### src/rtl/smbpec_pkg.sv
// Shared types and constants for the SMBus PEC transfer engine.
package smbpec_pkg;
    localparam int BYTE_W   = 8;
    localparam int ACK_SLOT = 8;                      // bit index of the acknowledge slot
    localparam logic [BYTE_W-1:0] PEC_POLY = 8'h07;   // x^8+x^2+x+1

    typedef enum logic [1:0] {
        K_ADDR = 2'd0,
        K_DATA = 2'd1,
        K_PEC  = 2'd2
    } byte_kind_t;
endpackage

### src/rtl/smbpec_crc8.sv
// Bit-serial CRC-8 register, MSB first.
// Assumes: clr and shift are never needed in the same cycle; clr has priority.
module smbpec_crc8
    import smbpec_pkg::*;
#(
    parameter logic [BYTE_W-1:0] POLY = PEC_POLY
) (
    input  logic              clk,
    input  logic              rst_n,
    input  logic              clr,
    input  logic              shift,
    input  logic              bit_in,
    output logic [BYTE_W-1:0] crc
);
    logic              fb;
    logic [BYTE_W-1:0] crc_q;

    assign fb  = crc_q[BYTE_W-1] ^ bit_in;
    assign crc = crc_q;

    // Clear at message start, otherwise fold in one bit per shift.
    always_ff @(posedge clk) begin
        if (!rst_n || clr) begin
            crc_q <= '0;
        end else if (shift) begin
            crc_q <= {crc_q[BYTE_W-2:0], 1'b0} ^ (fb ? POLY : '0);
        end
    end

    AST_CRC_HOLD: assert property (@(posedge clk) disable iff (!rst_n)
        (!shift && !clr) |=> $stable(crc_q));
    AST_CRC_CLEAR: assert property (@(posedge clk) disable iff (!rst_n)
        clr |=> (crc_q == '0));
endmodule

### src/rtl/smbpec_flags.sv
// Sticky status flags: not-acknowledged and PEC mismatch.
// Assumes: clear takes priority over a set in the same cycle.
module smbpec_flags (
    input  logic clk,
    input  logic rst_n,
    input  logic clr,
    input  logic nack_set,
    input  logic pec_set,
    output logic nack_flag,
    output logic pec_err
);
    // Hold each flag until the host clears it.
    always_ff @(posedge clk) begin
        if (!rst_n || clr) begin
            nack_flag <= 1'b0;
            pec_err   <= 1'b0;
        end else begin
            if (nack_set) nack_flag <= 1'b1;
            if (pec_set)  pec_err   <= 1'b1;
        end
    end

    AST_PEC_STICKY: assert property (@(posedge clk) disable iff (!rst_n)
        (pec_err && !clr) |=> pec_err);
    AST_NACK_STICKY: assert property (@(posedge clk) disable iff (!rst_n)
        (nack_flag && !clr) |=> nack_flag);
    AST_CLR_WINS: assert property (@(posedge clk) disable iff (!rst_n)
        clr |=> (!nack_flag && !pec_err));
endmodule

### src/rtl/smbpec_seq.sv
// Byte sequencer: address byte, counted data bytes, acknowledge slots,
// PEC insertion on writes and PEC comparison on reads.
// Assumes: bit_tick is a single-cycle pulse; a PEC byte is the last counted byte.
module smbpec_seq
    import smbpec_pkg::*;
#(
    parameter int CNT_W = 8
) (
    input  logic              clk,
    input  logic              rst_n,
    input  logic              cmd_valid,
    input  logic              cmd_restart,
    input  logic              cmd_read,
    input  logic              cmd_pec_en,
    input  logic [6:0]        cmd_addr,
    input  logic [CNT_W-1:0]  cmd_nbytes,
    input  logic [BYTE_W-1:0] tx_data,
    output logic              tx_req,
    input  logic              bit_tick,
    input  logic              sda_in,
    output logic              sda_out,
    input  logic [BYTE_W-1:0] crc_val,
    output logic              crc_clr,
    output logic              crc_shift,
    output logic              crc_bit,
    output logic              rx_valid,
    output logic [BYTE_W-1:0] rx_byte,
    output logic              nack_set,
    output logic              pec_set,
    output logic              busy,
    output logic              done
);
    localparam int IDX_W = $clog2(ACK_SLOT + 1);

    logic              busy_q, read_q, pec_q, last_q;
    byte_kind_t        kind_q;
    logic [BYTE_W-1:0] shreg_q, expect_q;
    logic [IDX_W-1:0]  idx_q;
    logic [CNT_W-1:0]  remain_q;
    logic              rx_valid_q, done_q;
    logic [BYTE_W-1:0] rx_byte_q;

    logic tx_dir, in_ack, data_tick, ack_tick, start;
    logic nack_seen, finish, advance, next_pec;

    // Slot and decision decode.
    always_comb begin
        tx_dir    = (kind_q == K_ADDR) || !read_q;
        in_ack    = (idx_q == IDX_W'(ACK_SLOT));
        data_tick = busy_q && bit_tick && !in_ack;
        ack_tick  = busy_q && bit_tick && in_ack;
        start     = cmd_valid && !busy_q;
        nack_seen = ack_tick && tx_dir && sda_in;
        finish    = ack_tick && (nack_seen || (remain_q == '0));
        advance   = ack_tick && !finish;
        next_pec  = pec_q && (remain_q == CNT_W'(1));
    end

    assign crc_clr   = start && !cmd_restart;
    assign crc_shift = data_tick;
    assign crc_bit   = tx_dir ? shreg_q[BYTE_W-1] : sda_in;
    assign nack_set  = nack_seen;
    assign tx_req    = advance && !read_q && !next_pec;
    assign pec_set   = ack_tick && !tx_dir && (kind_q == K_PEC) && (shreg_q != expect_q);

    // Line level for the current slot: data bit, release, or master acknowledge.
    always_comb begin
        if (!busy_q)     sda_out = 1'b1;
        else if (!in_ack) sda_out = tx_dir ? shreg_q[BYTE_W-1] : 1'b1;
        else             sda_out = tx_dir ? 1'b1 : last_q;
    end

    // Transfer state: load on command, shift on data slots, reload or finish on ack slots.
    always_ff @(posedge clk) begin
        if (!rst_n) begin
            busy_q     <= 1'b0;
            read_q     <= 1'b0;
            pec_q      <= 1'b0;
            last_q     <= 1'b0;
            kind_q     <= K_ADDR;
            shreg_q    <= '1;
            expect_q   <= '0;
            idx_q      <= '0;
            remain_q   <= '0;
            rx_valid_q <= 1'b0;
            rx_byte_q  <= '0;
            done_q     <= 1'b0;
        end else begin
            rx_valid_q <= 1'b0;
            done_q     <= 1'b0;
            if (start) begin
                busy_q   <= 1'b1;
                kind_q   <= K_ADDR;
                shreg_q  <= {cmd_addr, cmd_read};
                idx_q    <= '0;
                remain_q <= cmd_nbytes;
                read_q   <= cmd_read;
                pec_q    <= cmd_pec_en;
                last_q   <= 1'b0;
            end else if (data_tick) begin
                shreg_q <= {shreg_q[BYTE_W-2:0], sda_in};
                idx_q   <= idx_q + IDX_W'(1);
            end else if (ack_tick) begin
                idx_q <= '0;
                if (!tx_dir) begin
                    rx_valid_q <= 1'b1;
                    rx_byte_q  <= shreg_q;
                end
                if (finish) begin
                    busy_q <= 1'b0;
                    done_q <= 1'b1;
                end else begin
                    remain_q <= remain_q - CNT_W'(1);
                    last_q   <= (remain_q == CNT_W'(1));
                    kind_q   <= next_pec ? K_PEC : K_DATA;
                    expect_q <= crc_val;
                    if (read_q)        shreg_q <= '1;
                    else if (next_pec) shreg_q <= crc_val;
                    else               shreg_q <= tx_data;
                end
            end
        end
    end

    assign busy     = busy_q;
    assign done     = done_q;
    assign rx_valid = rx_valid_q;
    assign rx_byte  = rx_byte_q;

    AST_SLOT_RANGE: assert property (@(posedge clk) disable iff (!rst_n)
        idx_q <= IDX_W'(ACK_SLOT));
    AST_PEC_NEEDS_EN: assert property (@(posedge clk) disable iff (!rst_n)
        (busy_q && kind_q == K_PEC) |-> pec_q);
    AST_NACK_ENDS: assert property (@(posedge clk) disable iff (!rst_n)
        nack_seen |=> !busy_q);
    AST_RX_LAST_NACK: assert property (@(posedge clk) disable iff (!rst_n)
        (busy_q && in_ack && !tx_dir && remain_q == '0) |-> sda_out);
    AST_DONE_IDLE: assert property (@(posedge clk) disable iff (!rst_n)
        done_q |-> !busy_q);
endmodule

### src/rtl/smbpec_engine.sv
// Top of the SMBus PEC transfer engine: sequencer, CRC-8 register and sticky flags.
// Assumes: an external bus-timing layer issues one bit_tick per bit slot.
module smbpec_engine
    import smbpec_pkg::*;
#(
    parameter int CNT_W = 8
) (
    input  logic             clk,
    input  logic             rst_n,
    input  logic             cmd_valid,
    input  logic             cmd_restart,
    input  logic             cmd_read,
    input  logic             cmd_pec_en,
    input  logic [6:0]       cmd_addr,
    input  logic [CNT_W-1:0] cmd_nbytes,
    input  logic [7:0]       tx_data,
    output logic             tx_req,
    input  logic             bit_tick,
    input  logic             sda_in,
    output logic             sda_out,
    output logic             rx_valid,
    output logic [7:0]       rx_byte,
    output logic             busy,
    output logic             done,
    input  logic             flag_clr,
    output logic             nack_flag,
    output logic             pec_err
);
    logic [BYTE_W-1:0] crc_val;
    logic              crc_clr, crc_shift, crc_bit, nack_set, pec_set;

    smbpec_seq #(.CNT_W(CNT_W)) u_seq (
        .clk(clk), .rst_n(rst_n),
        .cmd_valid(cmd_valid), .cmd_restart(cmd_restart), .cmd_read(cmd_read),
        .cmd_pec_en(cmd_pec_en), .cmd_addr(cmd_addr), .cmd_nbytes(cmd_nbytes),
        .tx_data(tx_data), .tx_req(tx_req),
        .bit_tick(bit_tick), .sda_in(sda_in), .sda_out(sda_out),
        .crc_val(crc_val), .crc_clr(crc_clr), .crc_shift(crc_shift), .crc_bit(crc_bit),
        .rx_valid(rx_valid), .rx_byte(rx_byte),
        .nack_set(nack_set), .pec_set(pec_set),
        .busy(busy), .done(done)
    );

    smbpec_crc8 #(.POLY(PEC_POLY)) u_crc (
        .clk(clk), .rst_n(rst_n), .clr(crc_clr), .shift(crc_shift),
        .bit_in(crc_bit), .crc(crc_val)
    );

    smbpec_flags u_flags (
        .clk(clk), .rst_n(rst_n), .clr(flag_clr),
        .nack_set(nack_set), .pec_set(pec_set),
        .nack_flag(nack_flag), .pec_err(pec_err)
    );

    AST_IDLE_RELEASE: assert property (@(posedge clk) disable iff (!rst_n)
        !busy |-> sda_out);
endmodule

### config.mk
export PLATFORM = sky130hd
export DESIGN_NAME = smbpec_engine
export DESIGN_NICKNAME = d
export VERILOG_FILES = /design/src/rtl/smbpec_pkg.sv /design/src/rtl/smbpec_crc8.sv /design/src/rtl/smbpec_flags.sv /design/src/rtl/smbpec_seq.sv /design/src/rtl/smbpec_engine.sv
export SDC_FILE = /design/constraint.sdc
export NUM_CORES = 1
export LEC_CHECK = 0
export ABC_CLOCK_PERIOD_IN_PS = 5900
export BUFFER_PORTS_ARGS = -buffer_cell sky130_fd_sc_hd__clkbuf_2
export CAP_MARGIN = 10
export CORE_ASPECT_RATIO = 1.1
export CORE_MARGIN = 2
export CORE_UTILIZATION = 59
export DETAILED_ROUTE_END_ITERATION = 12
export PLACE_DENSITY = 0.83
export SKIP_CTS_REPAIR_TIMING = 1
export SLEW_MARGIN = 20
export SYNTH_ARGS = -nofsm -noshare
export SYNTH_HDL_FRONTEND = slang
export SYNTH_SLANG_ARGS = --single-unit
### constraint.sdc
create_clock -name clk -period 5.9 [get_ports clk]
set_input_delay 1.77 -clock clk [delete_from_list [all_inputs] [get_ports clk]]
set_output_delay 1.77 -clock clk [all_outputs]
set_load 0.02 [all_outputs]
## Yosys cells after proc, flatten, opt, wreduce, memory -nomap -nowiden

Index checks and enable logic that the tools add are counted.

- Output and inout port bits: 15
- Register bits: 54

- Bitwise logic cells: 8
- Equality and inequality tests: 7
- Multiplexer cells: 25
- Reduce and logical (&&, ||, !) cells: 41
- $add $sub $neg: 2

Operators with widths:

| operator | number |
|---|---|
| 2-to-1 mux 8 bit | 10 |
| logical AND 1 bit | 15 |
| 2-to-1 mux 1 bit | 11 |
| AND reduction 3 bit | 3 |
| equality test 8 x 1 -> 1 bit (second input constant) | 1 |
| zero test 1 bit | 8 |
| zero test 8 bit | 1 |
| 2-to-1 mux 4 bit | 2 |
| != test 8 bit | 1 |
| AND reduction 4 bit | 2 |
| subtractor 8 x 1 -> 8 bit (second input constant) | 1 |
| XOR 8 bit | 1 |
| inverter 1 bit | 6 |
| nonzero test 2 bit | 3 |
| adder 4 x 1 -> 4 bit (second input constant) | 1 |
| equality test 4 bit (second input constant) | 1 |
| logical OR 1 bit | 4 |
| != test 2 x 1 -> 1 bit (second input constant) | 2 |
| OR reduction 4 bit | 1 |
| 2-to-1 mux 3 bit | 1 |
| != test 3 x 2 -> 1 bit (second input constant) | 1 |
| nonzero test 3 bit | 1 |
| equality test 2 bit (second input constant) | 1 |
| zero test 2 bit | 1 |
| 4 further kinds | 4 |

## Longest topological paths before layout

- Word-level depth: 10
- Mapped depth: 9
- Mapped depth without buffers: 7

## Hierarchy

From an unflattened synthesis, not the netlist that was laid out.

- Cells, all modules: 337
- Area, all modules: 2,758.9 um^2

Modules (own cells, without submodules):

| module | cells each | times used | area each (um^2) | sequential area each (um^2) |
|---|---|---|---|---|
| smbpec_seq | 297 | 1 | 2,347.3 | 880.8 |
| smbpec_crc8 | 33 | 1 | 342.8 | 160.2 |
| smbpec_flags | 7 | 1 | 68.8 | 40.0 |

## Worst setup path after synthesis

No wires, ideal clock.

- Path type: input-to-output
- Start point: in bit_tick
- End point: out tx_req
- Cell stages on the path: 5
- Setup slack: 1,091 ps
- Arrival time: 3,039 ps
- Cells stage by stage: nand2_1 > nor2_1 > nand2_2 > buf_2 > nor3b_1

- Word-level cells in the longest chain between the ends: 10

RTL lines:

| element | line | RTL |
|---|---|---|
| from (decl) | smbpec_engine.sv:18 | `input logic bit_tick,` |
| logical AND 1 bit * (2 in a row) | smbpec_seq.sv:51 | `ack_tick = busy_q && bit_tick && in_ack;` |
| logical AND 1 bit (2 in a row) | smbpec_seq.sv:53 | `nack_seen = ack_tick && tx_dir && sda_in;` |
| logical OR 1 bit | smbpec_seq.sv:54 | `finish = ack_tick && (nack_seen \|\| (remain_q == '0));` |
| logical AND 1 bit | smbpec_seq.sv:54 |  |
| zero test 1 bit | smbpec_seq.sv:55 | `advance = ack_tick && !finish;` |
| logical AND 1 bit * | smbpec_seq.sv:55 |  |
| logical AND 1 bit * (2 in a row) | smbpec_seq.sv:63 | `assign tx_req = advance && !read_q && !next_pec;` |
| to (decl) | smbpec_engine.sv:17 | `output logic tx_req,` |

Every way passes the cells marked *; elsewhere a longest branch is shown, timed or not.

## Worst setup path after layout

- Start point: in sda_in
- End point: out tx_req

- Word-level cells in the longest chain between the ends: 7

RTL lines:

| element | line | RTL |
|---|---|---|
| from (decl) | smbpec_engine.sv:19 | `input logic sda_in,` |
| logical AND 1 bit | smbpec_seq.sv:53 |  |
| logical OR 1 bit | smbpec_seq.sv:54 |  |
| logical AND 1 bit | smbpec_seq.sv:54 |  |
| zero test 1 bit | smbpec_seq.sv:55 |  |
| logical AND 1 bit | smbpec_seq.sv:55 |  |
| logical AND 1 bit (2 in a row) | smbpec_seq.sv:63 |  |

No other way between the ends.

==> results.sh <==
export IMPL_cap_violations=0
export IMPL_ys_warn_count=0
export IMPL_min_period_ps=4950
export IMPL_crit_buf_inv=2
export IMPL_dr_pass1_iters=4
export IMPL_status="finished, final reports clean"
export IMPL_fin_crit_sh_pct=83.9
export IMPL_p_int_mw=0.509
export IMPL_antenna_found_initial=0
export IMPL_gp_congestion=0.884
export IMPL_grt_pass1_vias=2334
export IMPL_seqCellArea_mm2=0.00108
export IMPL_drcViolationCount=0
export IMPL_multi_input_area_mm2=0.00145
export IMPL_mostFrequentLayoutCells="nand2_1 (70), dfxtp_1 (54), clkbuf_2 (46), nor2_1 (34), a21oi_1 (34)"
export IMPL_root_buffer="clkbuf_8"
export IMPL_crit_end="tx_req"
export IMPL_critPathRequiredTime_ps=4130
export IMPL_p_leak_nw=1.18
export IMPL_gr_usage_all_layers_pct=27.9
export IMPL_syn_to_final_growth_pct=12.2
export IMPL_io_pins=47
export IMPL_setup_viol=0
export IMPL_vias_per_cell=5.92
export IMPL_h_tree_depth=2
export IMPL_power_frac_seq_pct=56.8
export IMPL_grt_pass1_wl_um=10600
export IMPL_cp_top_family="simple AND/OR/NAND/NOR gates"
export IMPL_relSlewSlack_pct=32.4
export IMPL_routedWlPerCell_um=15.4
export IMPL_synth_seq_cells=54
export IMPL_die_area_mm2=0.00500
export IMPL_cp_slowest_stage_delay_ps=450
export IMPL_fillers=357
export IMPL_drt_iter0_drc=149
export IMPL_comb_power_share_pct=12.0
export IMPL_initial_core_util_pct=61.3
export IMPL_rr_endpoint="u_seq.shreg_q[2]$_SDFFE_PN1P_"
export IMPL_irDropWorstVdd_mv=0.208
export IMPL_power_mw=0.695
export IMPL_rsz0062_at_grt="no"
export IMPL_switching_share_pct=26.8
export IMPL_wl_um=6450
export IMPL_syn_nets=363
export IMPL_ff2ff_path_depth=7
export IMPL_cp_end_kind="output port"
export IMPL_clock_skew_final_ps=6.64
export IMPL_cts_buffers=5
export IMPL_critPathArrivalTime_ps=3180
export IMPL_drv_slew=0
export IMPL_path_common_cell="clkbuf_2"
export IMPL_startpoint="sda_in"
export IMPL_grt_max_degree=23
export IMPL_path_cells="clkbuf_2, a22oi_2, nand2_2, nor3b_1, clkbuf_2"
export IMPL_fmax_mhz=202
export IMPL_whs_path_depth=2
export IMPL_synth_avg_cell_area_um2=8.04
export IMPL_hold_viol=0
export IMPL_synthCells=327
export IMPL_path_clk_slew_ps=90
export IMPL_syn_area_mm2=0.00263
export IMPL_drive_gt1_share_pct=17.8
export IMPL_cts_sinks=54
export IMPL_critical_path_class="in -> out"
export IMPL_synth_edf_count=0
export IMPL_row_count=25
export IMPL_yosysSeqAreaShare_pct=41.1
export IMPL_cts_tree="built"
export IMPL_vias=2485
export IMPL_core_area_mm2=0.00429
export IMPL_critPathMaxFanout=15
export IMPL_portBuffers=46
export IMPL_p_switching_mw=0.186
export IMPL_overflow=0
export IMPL_hold_class="reg -> reg"
export IMPL_r2r_slack_ps=3470
export IMPL_fp_dieH_um=74.0
export IMPL_antenna_cells=0
export IMPL_worstMarginPinSlew_ps=1010
export IMPL_final_common_cell="nand2_1"
export IMPL_start_kind="primary input"
export IMPL_p_clk_share_pct=31.2
export IMPL_cp_slowest_cell="a22oi_2"
export IMPL_fin_nets=401
export IMPL_insertion_delay_ps=310
export IMPL_detailed_place_hpwl_um=4670
export IMPL_power_density_mw_per_mm2=236
export IMPL_antenna_left=0
export IMPL_setup_tns_ps=0
export IMPL_rr_startpoint="u_seq.idx_q[0]$_SDFFE_PP0P_"
export IMPL_die_w_um=67.6
export IMPL_ys_dominant_reg_cell="dfxtp_1"
export IMPL_ys_async_sr_fraction_pct=0
export IMPL_crit_cells=5
export IMPL_synth_distinct_cells=44
export IMPL_clock_path_buffers=2
## registers in the layout (all words and copies together) (netlist names), 2 cells and up
name	count
u_seq.idx_q	4
u_crc.crc	8
u_seq.shreg_q	8
u_seq.expect_q	8
u_seq.rx_byte	8
u_seq.remain_q	8
u_seq.kind_q	2
## worst min path at each step
stage | startpoint | to | slack [ps]
6_report | u_seq.rx_byte[4]$_SDFFE_PN0P_ | u_seq.rx_byte[4]$_SDFFE_PN0P_ | 460
5_1_grt | u_seq.rx_byte[3]$_SDFFE_PN0P_ | u_seq.rx_byte[3]$_SDFFE_PN0P_ | 480
4_1_cts | u_seq.rx_byte[4]$_SDFFE_PN0P_ | u_seq.rx_byte[4]$_SDFFE_PN0P_ | 460
3_5_place_dp | u_seq.rx_byte[4]$_SDFFE_PN0P_ | u_seq.rx_byte[4]$_SDFFE_PN0P_ | 450
3_3_place_gp | u_seq.last_q$_SDFFE_PP0P_ | u_seq.last_q$_SDFFE_PP0P_ | 440
2_1_floorplan | u_seq.last_q$_SDFFE_PP0P_ | u_seq.last_q$_SDFFE_PP0P_ | 430
## cell families after synthesis
kind of cell	share of synthesized area, %
adders and majority gates	1.90
xor gates and xnor gates	4.67
AOI/OAI and AO/OA	20.3
muxes	3.43
buffers and inverters	3.86
and+or+nand+nor	24.7
DFF	41.1
## cells in the mapped netlist, types with 5 or more instances
cell | instances | area [µm²]
xor2_1 | 14 | 123
a41oi_1 | 6 | 52.6
a31oi_1 | 7 | 43.8
nor2_1 | 34 | 128
clkbuf_1 | 10 | 37.5
dfxtp_1 | 54 | 1080
inv_1 | 6 | 22.5
nand3_1 | 6 | 30.0
o21ai_0 | 14 | 70.1
a211oi_1 | 5 | 37.5
mux2i_1 | 9 | 90.1
a211o_1 | 6 | 52.6
nand2_1 | 70 | 263
a21oi_1 | 34 | 170
## layout make-up
| class | instances | area share (%) |
|---|---|---|
| Timing Repair Buffer | 47 | 8.06 |
| Tap cell | 54 | 2.29 |
| Multi-Input combinational cell | 251 | 49.0 |
| Clock buffer | 7 | 2.93 |
| Clock inverter | 1 | 0.297 |
| Sequential cell | 54 | 36.7 |
| Inverter | 6 | 0.764 |
## metrics by stage
step / util, % / hold WS, ps / worst slack (ps) / cells / cell area (µm²)
3_3_place_gp: 66.6 / 443 / 1040 / 412 / 2850
6_report: 68.8 / 459 / 952 / 420 / 2950
2_1_floorplan: - / 433 / 1090 / 327 / 2630
5_1_grt: 68.8 / 480 / 783 / 420 / 2950
4_1_cts: 68.8 / 460 / 985 / 420 / 2950
3_5_place_dp: 66.6 / 447 / 994 / 412 / 2850
## power by group through the flow
stage | Combinational (mW) | Clock, mW | Sequential (mW)
after floorplan | 0.0597 | 0 | 0.398
after global placement | 0.0814 | 0 | 0.402
after detailed placement | 0.0822 | 0 | 0.403
after CTS | 0.0830 | 0.221 | 0.394
after global routing | 0.0936 | 0.234 | 0.396
final | 0.0835 | 0.216 | 0.395
## metal layers
metal	wire length [µm]	vias up	GRT usage (%)	part of all wire, %
met3	426	16	5.45	6.6
met5	0	-	0	0
li1	-	1221	-	-
met1	2730	1149	35.2	42
met2	3130	99	46.4	49
met4	161	0	12.0	2.5
## tightest hold or removal path: stages, from the launching register on
cell and delay, ps:
dfxtp_1 320, nand2_1 50, a21oi_1 50
Power figures use the tool's default switching activity.
